$ cat src/rtl/mbox_pkg.sv
package mbox_pkg;
  localparam int AW = 10;
  localparam int DW = 32;
  localparam int TXB = 16;
  localparam logic [3:0] OFS_CTRL = 4'h0;
  localparam logic [3:0] OFS_MASK = 4'h4;
  localparam logic [3:0] OFS_CMD  = 4'h8;
  localparam logic [3:0] OFS_STAT = 4'hC;
  localparam logic [AW-1:0] ADDR_CFG = 10'h3F0;
  localparam logic [AW-1:0] ADDR_VER = 10'h3F4;
endpackage

$ cat src/rtl/mbox_bank.sv
module mbox_bank import mbox_pkg::*; #(
  parameter int CH = 16,
  parameter int ID = 0
) (
  input  logic          clk,
  input  logic          rst,
  input  logic          sel,
  input  logic          we,
  input  logic [AW-1:0] addr,
  input  logic [DW-1:0] wdata,
  output logic          rxe,
  output logic          txe,
  output logic [CH-1:0] mrx,
  output logic [CH-1:0] mtx,
  output logic [CH-1:0] set_o,
  output logic [CH-1:0] clr_o
);
  logic own_wr;
  assign own_wr = sel && we && (addr[AW-1:4] == (AW-4)'(ID));

  always_ff @(posedge clk) begin
    if (rst) begin
      rxe <= 1'b0;
      txe <= 1'b0;
      mrx <= '1;
      mtx <= '1;
    end else if (own_wr) begin
      if (addr[3:0] == OFS_CTRL) begin
        rxe <= wdata[0];
        txe <= wdata[TXB];
      end
      if (addr[3:0] == OFS_MASK) begin
        mrx <= wdata[CH-1:0];
        mtx <= wdata[TXB +: CH];
      end
    end
  end

  always_comb begin
    set_o = '0;
    clr_o = '0;
    if (own_wr && addr[3:0] == OFS_CMD) begin
      set_o = wdata[TXB +: CH];
      clr_o = wdata[CH-1:0];
    end
  end
endmodule

$ cat src/rtl/mbox_flags.sv
module mbox_flags #(
  parameter int CH = 16
) (
  input  logic          clk,
  input  logic          rst,
  input  logic [CH-1:0] set0,
  input  logic [CH-1:0] clr0,
  input  logic [CH-1:0] set1,
  input  logic [CH-1:0] clr1,
  output logic [CH-1:0] flg0,
  output logic [CH-1:0] flg1
);
  // a processor's flags are set by itself and cleared by its peer; set wins
  always_ff @(posedge clk) begin
    if (rst) begin
      flg0 <= '0;
      flg1 <= '0;
    end else begin
      flg0 <= (flg0 & ~clr1) | set0;
      flg1 <= (flg1 & ~clr0) | set1;
    end
  end
endmodule

$ cat src/rtl/mbox_irq.sv
module mbox_irq #(
  parameter int CH = 16
) (
  input  logic          clk,
  input  logic          rst,
  input  logic          rxe,
  input  logic          txe,
  input  logic [CH-1:0] mrx,
  input  logic [CH-1:0] mtx,
  input  logic [CH-1:0] own,
  input  logic [CH-1:0] peer,
  output logic          rx_irq,
  output logic          tx_irq
);
  always_ff @(posedge clk) begin
    if (rst) begin
      rx_irq <= 1'b0;
      tx_irq <= 1'b0;
    end else begin
      rx_irq <= rxe && |(peer & ~mrx);
      tx_irq <= txe && |(~own & ~mtx);
    end
  end
endmodule

$ cat src/rtl/mbox_flag_ctrl.sv
module mbox_flag_ctrl import mbox_pkg::*; #(
  parameter int CH   = 16,
  parameter int VMAJ = 1,
  parameter int VMIN = 0
) (
  input  logic          clk,
  input  logic          rst,
  input  logic          p0_sel,
  input  logic          p0_we,
  input  logic [AW-1:0] p0_addr,
  input  logic [DW-1:0] p0_wdata,
  output logic [DW-1:0] p0_rdata,
  input  logic          p1_sel,
  input  logic          p1_we,
  input  logic [AW-1:0] p1_addr,
  input  logic [DW-1:0] p1_wdata,
  output logic [DW-1:0] p1_rdata,
  output logic          p0_rx_irq,
  output logic          p0_tx_irq,
  output logic          p1_rx_irq,
  output logic          p1_tx_irq
);
  localparam int NP = 2;

  logic [NP-1:0]          sel_a, we_a, rxe, txe, rxi, txi;
  logic [NP-1:0][AW-1:0]  addr_a;
  logic [NP-1:0][DW-1:0]  wd_a, rd_a;
  logic [NP-1:0][CH-1:0]  mrx, mtx, set_a, clr_a, flg_a;
  logic [CH-1:0]          flg0, flg1;

  assign sel_a  = {p1_sel, p0_sel};
  assign we_a   = {p1_we, p0_we};
  assign addr_a = {p1_addr, p0_addr};
  assign wd_a   = {p1_wdata, p0_wdata};
  assign flg_a  = {flg1, flg0};

  mbox_flags #(.CH(CH)) flags_i (
    .clk(clk), .rst(rst),
    .set0(set_a[0]), .clr0(clr_a[0]),
    .set1(set_a[1]), .clr1(clr_a[1]),
    .flg0(flg0), .flg1(flg1)
  );

  for (genvar g = 0; g < NP; g++) begin : g_proc
    logic [DW-1:0] rv;
    logic          bk;

    mbox_bank #(.CH(CH), .ID(g)) bank_i (
      .clk(clk), .rst(rst), .sel(sel_a[g]), .we(we_a[g]),
      .addr(addr_a[g]), .wdata(wd_a[g]),
      .rxe(rxe[g]), .txe(txe[g]), .mrx(mrx[g]), .mtx(mtx[g]),
      .set_o(set_a[g]), .clr_o(clr_a[g])
    );

    mbox_irq #(.CH(CH)) irq_i (
      .clk(clk), .rst(rst), .rxe(rxe[g]), .txe(txe[g]),
      .mrx(mrx[g]), .mtx(mtx[g]),
      .own(flg_a[g]), .peer(flg_a[NP-1-g]),
      .rx_irq(rxi[g]), .tx_irq(txi[g])
    );

    always_comb begin
      rv = '0;
      bk = addr_a[g][4];
      if (addr_a[g] == ADDR_CFG) begin
        rv[7:0] = 8'(CH);
      end else if (addr_a[g] == ADDR_VER) begin
        rv[7:0] = {4'(VMAJ), 4'(VMIN)};
      end else if (addr_a[g][AW-1:5] == '0) begin
        case (addr_a[g][3:0])
          OFS_CTRL: begin
            rv[0]   = rxe[bk];
            rv[TXB] = txe[bk];
          end
          OFS_MASK: begin
            rv[CH-1:0]    = mrx[bk];
            rv[TXB +: CH] = mtx[bk];
          end
          OFS_STAT: rv[CH-1:0] = flg_a[bk];
          default:  rv = '0;
        endcase
      end
    end

    always_ff @(posedge clk) begin
      if (rst)                         rd_a[g] <= '0;
      else if (sel_a[g] && !we_a[g])   rd_a[g] <= rv;
      else                             rd_a[g] <= '0;
    end
  end

  assign p0_rdata  = rd_a[0];
  assign p1_rdata  = rd_a[1];
  assign p0_rx_irq = rxi[0];
  assign p0_tx_irq = txi[0];
  assign p1_rx_irq = rxi[1];
  assign p1_tx_irq = txi[1];
endmodule

$ cat config.mk
export PLATFORM = sky130hd
export DESIGN_NAME = mbox_flag_ctrl
export DESIGN_NICKNAME = d
export VERILOG_FILES = /design/src/rtl/mbox_pkg.sv /design/src/rtl/mbox_bank.sv /design/src/rtl/mbox_flags.sv /design/src/rtl/mbox_irq.sv /design/src/rtl/mbox_flag_ctrl.sv
export SDC_FILE = /design/constraint.sdc
export NUM_CORES = 1
export LEC_CHECK = 0
export BUFFER_PORTS_ARGS = -buffer_cell sky130_fd_sc_hd__buf_4
export CORE_ASPECT_RATIO = 0.8
export CORE_MARGIN = 3
export CORE_UTILIZATION = 50
export CTS_CLUSTER_SIZE = 40
export DETAILED_ROUTE_END_ITERATION = 7
export GPL_ROUTABILITY_DRIVEN = 0
export HOLD_SLACK_MARGIN = 0.06
export PLACE_DENSITY_LB_ADDON = 0.1
export SLEW_MARGIN = 20
export SYNTH_ARGS = -nofsm -noshare
export SYNTH_HDL_FRONTEND = slang
export SYNTH_HIERARCHICAL = 1
export SYNTH_SLANG_ARGS = --single-unit
$ cat constraint.sdc
create_clock -name clk -period 2.03 [get_ports clk]
set_input_delay 0.3045 -clock clk [delete_from_list [all_inputs] [get_ports clk]]
set_output_delay 0.3045 -clock clk [all_outputs]
set_load 0.02 [all_outputs]
Yosys cells after proc, flatten, opt, wreduce, memory -nomap -nowiden
Index checks and enable logic that the tools add are counted.

word-level totals
  register bits = 168
  input port bits = 90
  output and inout bits = 68
  word-level logic and storage cells = 124

cells by class
  $lt $le $gt $ge = 2
  equal/unequal tests = 11
  multiplexer cells = 36
  bitwise operators = 22
  reduce and logical (&&, ||, !) cells = 33

operator list
  cell                                                                          number
  16-bit 2-to-1 mux                                                             16
  16-bit inverter                                                               8
  16-bit bitwise AND                                                            6
  16-bit OR reduction                                                           4
  15-bit one-hot mux with 2 select lines                                        2
  10-bit equality test, second input constant                                   4
  16-bit OR                                                                     2
  5-bit 2-to-1 mux                                                              6
  4-bit equality test, second input constant                                    4
  1-bit logical AND                                                             12
  6-bit OR reduction                                                            2
  5-bit zero test                                                               2
  5-bit OR reduction                                                            2
  4-bit by 3-bit equality test with 1-bit output, second input constant         2
  4-bit zero test                                                               2
  1-bit 2-to-1 mux                                                              8
  2-bit AND reduction                                                           4
  6-bit by 1-bit equality test with 1-bit output, second input constant         1
  6-bit zero test                                                               1
  1-bit inverter                                                                6
  1-bit one-hot mux with 3 select lines                                         2
  1-bit by 2-bit less-than comparator with 1-bit output, second input constant  2
  1-bit one-hot mux with 2 select lines                                         2
  2-bit OR reduction                                                            2
  1-bit zero test                                                               2

Longest topological paths before layout
Gate-level depths: netlist (run 1).

  depth after elaboration = 7
  depth in mapped cells = 6
  gate-level depth less buffers = 5

Hierarchy
The synthesis (run 1) kept the hierarchy.

by module, submodules not included
  module                        instances  cells each  area each (um2)  seq. area each (um2)
  mbox_flag_ctrl                1          274         3096.7           1281.2
  mbox_bank (g_proc[1].bank_i)  1          190         1657.8           680.7
  mbox_bank (g_proc[0].bank_i)  1          190         1652.8           680.7
  mbox_flags                    1          131         1154.9           640.6
  mbox_irq                      2          41          276.5            40.0

Worst setup path before layout (run 1)
OpenSTA, ideal clock, no wires.

  path type = input to register
  from = input port p1_addr[1]
  to = register rd_a, in the netlist p1_rdata[17]
  setup time = 0.065 ns
  arrival = 1.799 ns
  required time = 1.965 ns
  path slack = 0.166 ns
  cell stages on the path = 6
  path buffers = 3
  cells stage by stage = or4b_1 > buf_2 > or4_4 > buf_6 > buf_6 > nor2_1

on the way
  longest elaborated chain between the ends = 3
  elaborated cells between the ends (all ways) = 5

ends and longest elaborated chain
  what                                            RTL line              RTL
  start, declared                                 mbox_flag_ctrl.sv:15  input logic [AW-1:0] p1_addr,
  4-bit by 3-bit equality test with 1-bit output  mbox_flag_ctrl.sv:70  case (addr_a[g][3:0])
  1-bit inverter (no source line)                 --
  6-bit OR reduction (no source line) (*)         --
  end signal, assigned by index                   mbox_flag_ctrl.sv:87  else if (sel_a[g] && !we_a[g]) rd_a[g] <= rv;
  end, declared                                   mbox_flag_ctrl.sv:27  logic [NP-1:0][DW-1:0] wd_a, rd_a;

Every way passes the cells marked *; elsewhere a longest branch is shown, timed or not.
A chain may end at the register's enable or synchronous reset.

Final worst setup path (run 1)
  from = input port p1_addr[1]
  to = register rd_a, in the netlist p1_rdata[18]

The elaborated chain is that of the path after synthesis.

==> results of run 1 <==
sequential cells by signal (all words and copies together), names as in the netlist:
signal,count
flags_i/flg0,16
g_proc.irq_i/tx_irq,2
flags_i/flg1,16
g_proc.bank_i/mtx,32
p1_rdata,32
p0_rdata,32
g_proc.bank_i/txe,2
g_proc.irq_i/rx_irq,2
g_proc.bank_i/mrx,32
g_proc.bank_i/rxe,2
power groups by stage:
stage | registers, mW | clock network [mW] | logic [mW]
after global placement | 3.37 | 0 | 0.465
after CTS | 3.30 | 3.43 | 0.465
after global routing | 3.30 | 3.54 | 0.504
after floorplan | 3.37 | 0 | 0.230
final | 3.30 | 3.40 | 0.469
after detailed placement | 3.37 | 0 | 0.464
per-layer routing:
metal	vias up	track usage	share of wire
li1	3233	-	-
met1	3237	0.361	0.44
met2	257	0.422	0.46
met3	33	0.0566	0.076
met4	2	0.0785	0.023
met5	-	0	0.00047
cell families after synthesis:
group | count (synthesis)
AO/OA/AOI/OAI | 83
buffers and inverters | 114
flip-flops | 168
multiplexers | 149
AND/OR/NAND/NOR | 353
through the flow:
stage | worst slack [ps] | area [um2] | hold slack [ps]
after floorplan | 166 | 8120 | 374
after global placement | 157 | 9400 | 485
after detailed placement | 154 | 9400 | 482
after CTS | 562 | 10000 | 130
after global routing | 525 | 10000 | 141
final | 551 | 10000 | 136
cells in the mapped netlist, drive strengths merged:
cell type,instances,area share
nand2,1,0.00046
inv,56,0.026
buf,23,0.023
mux4,19,0.053
a21oi,35,0.022
o22a,2,0.0022
or4b,1,0.0012
nor4,17,0.015
dfxtp,168,0.41
or3b,1,0.0011
clkbuf,35,0.017
mux2,1,0.0014
nand4,1,0.00077
nand2b,55,0.042
and4b,1,0.0012
o22ai,35,0.027
nand4bb,1,0.0014
a311oi,2,0.0037
a32o,1,0.0012
nand4b,3,0.0032
or4,2,0.0023
o31ai,1,0.00093
nand3,4,0.0037
nor4b,6,0.0099
o2bb2ai,1,0.0011
nor3,10,0.0074
o221ai,2,0.0037
o2111ai,4,0.0043
mux2i,129,0.16
nor2,149,0.069
and4bb,2,0.0031
nor3b,16,0.015
and2,79,0.061
and3,4,0.0034
worst max-delay path by stage:
stage                              end        from  depth (start not counted)  slack, ps
final                     p1_rdata[18]  p1_addr[1]                          4        550
after global routing      p1_rdata[31]  p1_addr[1]                          4        520
after CTS                 p1_rdata[18]  p1_addr[1]                          4        560
after detailed placement  p1_rdata[27]  p1_addr[1]                          4        150
after global placement    p1_rdata[27]  p1_addr[1]                          4        160
after floorplan           p1_rdata[17]  p1_addr[1]                          6        170
worst min-delay path: stages:
cell and delay [ps]:
buf_4 80, nor2_1 40, mux2i_1 100
final cells by class:
cell class / count / area (um2)
Clock buffer: 22 / 464
Clock inverter: 9 / 148
Multi-Input combinational cell: 585 / 4220
Fill cell: 1324 / 5460
Sequential cell: 168 / 3360
Tap cell: 210 / 263
Timing Repair Buffer: 172 / 1340
Inverter: 56 / 210
==> flow_summary.yaml, run 1 <==
detailed_routing:
  dr.pass1.iters: 7
  postRouteAntennaNets: 0
  drt-wirelength-per-cell_um: 19.2
  drt_iter0_markers: 538
  num_vias: 6762
  vias_per_cell: 5.53
  wirelength_um: 23500
  drc: 0
die:
  rows: 40
  die_x_um: 148
  die_h_um: 120
  ioPinCount: 158
  initial_core_util: 0.525
  dieArea_um2: 17800
  core-area_um2: 15500
logic_synthesis:
  synth_cells: 867
  yosys.cell_types.count: 45
  synth_simple_gate_area_share: 0.241
  avgSynthCellArea_um2: 9.36
  synth_fa_ha_area_frac: 0
  synth_seq_cells: 168
  synth_compound_area_frac: 0.0657
  synth.cell_area_um2: 8120
  syn_nets: 957
  yosysSeqAreaShare: 0.414
  synth_top_family_by_area: "simple AND/OR/NAND/NOR gates"
  synthXorXnorAreaFrac: 0
  yosys_warnings: 6
  synth_mux_area_frac: 0.213
sta:
  report.final.hold_viol_count: 0
  finalSetupTns_ps: 0
  finalSetupViolCount: 0
  fin_crit_sh: 0.729
  fin_skew_ps: 7.44
  drv_slew: 0
  min_period_ps: 1480
  rsz0062_at_grt: "false"
  clock.fmax_mhz: 676
  slew_headroom: 0.468
  worst_slew_pin_slew_ps: 797
power:
  vdd_ir_drop_max_uv: 592
  p_clk_frac: 0.474
  p_per_area_nw_per_um2: 716
  p_int_mw: 5.63
  switchingPower_mw: 1.53
  finalPower_mw: 7.17
  swShare: 0.214
  p_leak_nw: 4.49
  pwr-share-seq: 0.460
  combinationalPowerShare: 0.065
finish:
  finish.utilization: 0.647
  drive_above_1_share: 0.235
  fin_cells: 1222
  area_growth_pct: 23.3
  nets: 1090
  num_antenna_cells: 0
  final_cell_mix: "dfxtp_1 (168), buf_4 (168), nor2_1 (149)"
worst_setup_path:
  path_cells: "buf_4, or4b_1, or4_4, nor2_1"
  path_buf_inv: 1
  rr_worst_depth: 4
  r2r_end: "g_proc[1].irq_i/rx_irq"
  cp.arrival_ps: 1840
  ff2ff_setup_slack_ps: 670
  required_ps: 2390
  timing.rr.start: "g_proc[1].bank_i/mrx[3]"
  endpoint_kind: "flop"
  worstSetupPathType: "input port to flop"
  crit_fanout: 15
  startpoint_type: "input port"
  path_delay_family: "simple AND/OR/NAND/NOR gates"
  cpPeakStageDelay_ps: 670
  critPathSlowestCell: "or4_4"
clock_network:
  hold_buffers: 0
  htreeDepth: 4
  cts_buffer_depth: 2
  tritoncts: "built"
  post_cts_buffers: 0
  clk_pin_slew_ps: 60
  cts-resized-gates: 0
  clk_latency_ps: 430
  clock-sinks: 168
  cts_root_buffer: "clkbuf_16"
  cts_buffers: 17
min_path:
  holdPathEnd: "g_proc[1].bank_i/mtx[13]"
  hold_class: "input port to flop"
  hold_path_depth: 3
  hp-start: "p1_wdata[29]"
place:
  dpl.hpwl_um: 17000
  portBuffers: 157
  place_inst: 1191
global_routing:
  overflow: 0
  grt_pass1_wl_um: 36400
  grtUsageTotal: 0.264
  grt_max_degree: 173
  grt_pass1_vias: 6511
  antenna_found_initial: 1
job:
  drv_cap: 0
run_status:
  status: "finished clean"
Note: power is estimated with default switching activity, not from simulation.
==> run 2, diff against run 1 <==
Settings changed: ABC_AREA set to 1.
Clock period 2.03 ns to 1.2 ns, I/O delays scaled along.
==> run 2 against run 1 <==
  * Non-clock buffer count is 160 higher
  * Final area up 21%
  * Clock skew rose by 2.4 ps
  * Combinational power increased by 140%
  * Via count grew 45%
  * Final cell count grew 55%
  * Die area rose by 7.5%
  * Synthesized area is 7.9% higher
  * Register-to-register slack worse by 630 ps
  * Power increased by 72%
  * Largest cell class unchanged
  * Largest power group unchanged
==> flow_summary.yaml, run 2 <==
worst_setup_path:
  timing.rr.start: "flags_i/flg1[15]"
  startpoint_type: "flop"
  cp.arrival_ps: 1500
  ff2ff_setup_slack_ps: 40
  worstSetupPathType: "flop to flop"
  r2r_end: "g_proc[1].irq_i/tx_irq"
  required_ps: 1530
  rr_worst_depth: 7
  crit_fanout: 3
  endpoint_kind: "flop"
logic_synthesis:
  synth_most_common_cell: "nand2_1"
  synth_seq_cells: 168
  synth_ff_type: "dfxtp_1"
  ys_async_sr_fraction: 0
  yosysSeqAreaShare: 0.384
  yosys.cell_types.count: 28
  synth_edf_count: 0
  synth_area_leader_cell: "dfxtp_1"
  avgSynthCellArea_um2: 6.37
  synth_cells: 1375
  synth_top_area_share: 0.384
  ys_top_cells_by_area: "dfxtp_1 (38%), nand2_1 (17%), inv_1 (12%)"
  syn_nets: 1465
  netlist_top_cells_count: "nand2_1 (404), inv_1 (291), dfxtp_1 (168), nand3_1 (136), nor2_1 (115)"
  synth.cell_area_um2: 8760
  yosys_warnings: 6
detailed_routing:
  vias_per_cell: 5.16
  drt_iter0_markers: 1242
  dr.pass1.iters: 6
  wl_met1_um: 12800
  dr.max_layer_used: "met4"
  met2WireLength_um: 14100
  num_vias: 9797
  drc: 0
  postRouteAntennaNets: 0
  drt-wirelength-per-cell_um: 16.3
  wl_met3_um: 3430
  wirelength_um: 31000
sta:
  slew_headroom: 0.799
  fin_skew_ps: 9.89
  worst_slack_ps: 38.1
  clock.fmax_mhz: 861
  finalSetupViolCount: 0
  worst_slew_pin_slew_ps: 301
  min_period_ps: 1160
  fin_crit_sh: 0.968
  report.final.hold_viol_count: 0
  drv_slew: 0
min_path:
  hp-start: "p1_wdata[1]"
  hold_class: "input port to flop"
  holdPathEnd: "g_proc[1].bank_i/mrx[1]"
  hold_path_depth: 3
die:
  rows: 42
  dieArea_um2: 19100
  ioPinCount: 158
  die_h_um: 124
  core-area_um2: 16900
  initial_core_util: 0.519
  die_x_um: 154
global_routing:
  overflow: 0
  grt_pass1_vias: 8980
  grtUsageTotal: 0.316
  antenna_found_initial: 0
  grt_pass1_wl_um: 47700
  grt_max_degree: 63
clock_network:
  tritoncts: "built"
  htreeDepth: 4
  cts_buffer_depth: 2
  cts_buffers: 17
  clk_pin_slew_ps: 70
  clock-sinks: 168
  cts_root_buffer: "clkbuf_16"
  clk_latency_ps: 450
  post_cts_buffers: 0
finish:
  fin_cells: 1897
  area_growth_pct: 38.6
  drive_above_1_share: 0.207
  final_common_cell: "nand2_1"
  multi_input_area_um2: 3910
  nets: 1754
  num_antenna_cells: 0
  nFillCells: 1445
  final_cell_mix: "nand2_1 (403), inv_1 (291), buf_4 (250)"
  regArea_um2: 3380
power:
  combinationalPowerShare: 0.092
  pwr-share-seq: 0.453
  p_leak_nw: 6.53
  vdd_ir_drop_max_uv: 712
  swShare: 0.259
  p_clk_frac: 0.455
  p_per_area_nw_per_um2: 1010
  switchingPower_mw: 3.18
  p_int_mw: 9.12
  finalPower_mw: 12.3
run_status:
  status: "finished clean"
place:
  preCtsSetupSlack_ps: -181
  dpl.hpwl_um: 22300
  place_inst: 1801
  portBuffers: 157
job:
  drv_cap: 0
run 2: area by class of cell:
cell class | count | share of cell area
clock inverter | 14 | 0.0125
inverter | 296 | 0.0915
tap | 220 | 0.0227
multi-input combinational | 849 | 0.322
sequential | 168 | 0.278
clock buffer | 18 | 0.0362
timing repair buffer | 332 | 0.237
run 2: metrics by stage:
step	utilization	hold slack [ps]	cell area (um2)	TNS (ps)
6_report	0.719	88.2	12100	0
4_1_cts	0.718	61.5	12100	0
2_1_floorplan	-	249	8760	0
5_1_grt	0.719	85.5	12100	-15.8
3_5_place_dp	0.645	438	10900	-12560
3_3_place_gp	0.645	433	10900	-8160
run 2: what timing repair did:
item                       4_1_cts  5_1_grt
resized for setup                2       11
hold buffers                    64        0
hold endpoints to repair        66        0
setup endpoints to repair        1        4
pin swaps                        0        1
run 2: cell families after synthesis:
logic type | Yosys count | synth area share
DFF | 168 | 0.384
AOI/OAI and AO/OA | 164 | 0.112
buffers and inverters | 358 | 0.171
and+or+nand+nor | 685 | 0.333
run 2: how the worst max path moves through the flow:
stage	from	to	slack (ps)	cells past startpoint
floorplan	p0_addr[5]	flags_i/flg1[4]	30	9
global placement	p1_addr[0]	flags_i/flg0[8]	-180	10
detailed placement	p1_addr[0]	flags_i/flg0[8]	-180	10
CTS	flags_i/flg1[7]	g_proc[1].irq_i/tx_irq	8	7
global route	flags_i/flg1[2]	g_proc[1].irq_i/tx_irq	-20	7
finish	flags_i/flg1[15]	g_proc[1].irq_i/tx_irq	40	7
run 2: metal layers:
| layer | vias to the layer above | global-route usage |
|---|---|---|
| met5 | - | 0 |
| met4 | 0 | 0.0940 |
| met3 | 54 | 0.0601 |
| met2 | 550 | 0.502 |
| met1 | 4455 | 0.436 |
| li1 | 4738 | - |
run 2: worst max-delay path, stage by stage, from the launching register on:
cell,delay (ps)
dfxtp_1,370
inv_1,50
nand2_1,100
nand2_1,80
nor2_1,110
nand2_1,100
nor2_4,150
nor2_1,80
run 2: power groups by stage:
stage               Combinational, mW  Sequential (mW)  Clock (mW)
floorplan                       0.412             5.70           0
global placement                0.927             5.70           0
detailed placement              0.937             5.70           0
CTS                              1.11             5.57        5.61
global route                     1.22             5.57        5.87
finish                           1.13             5.57        5.60
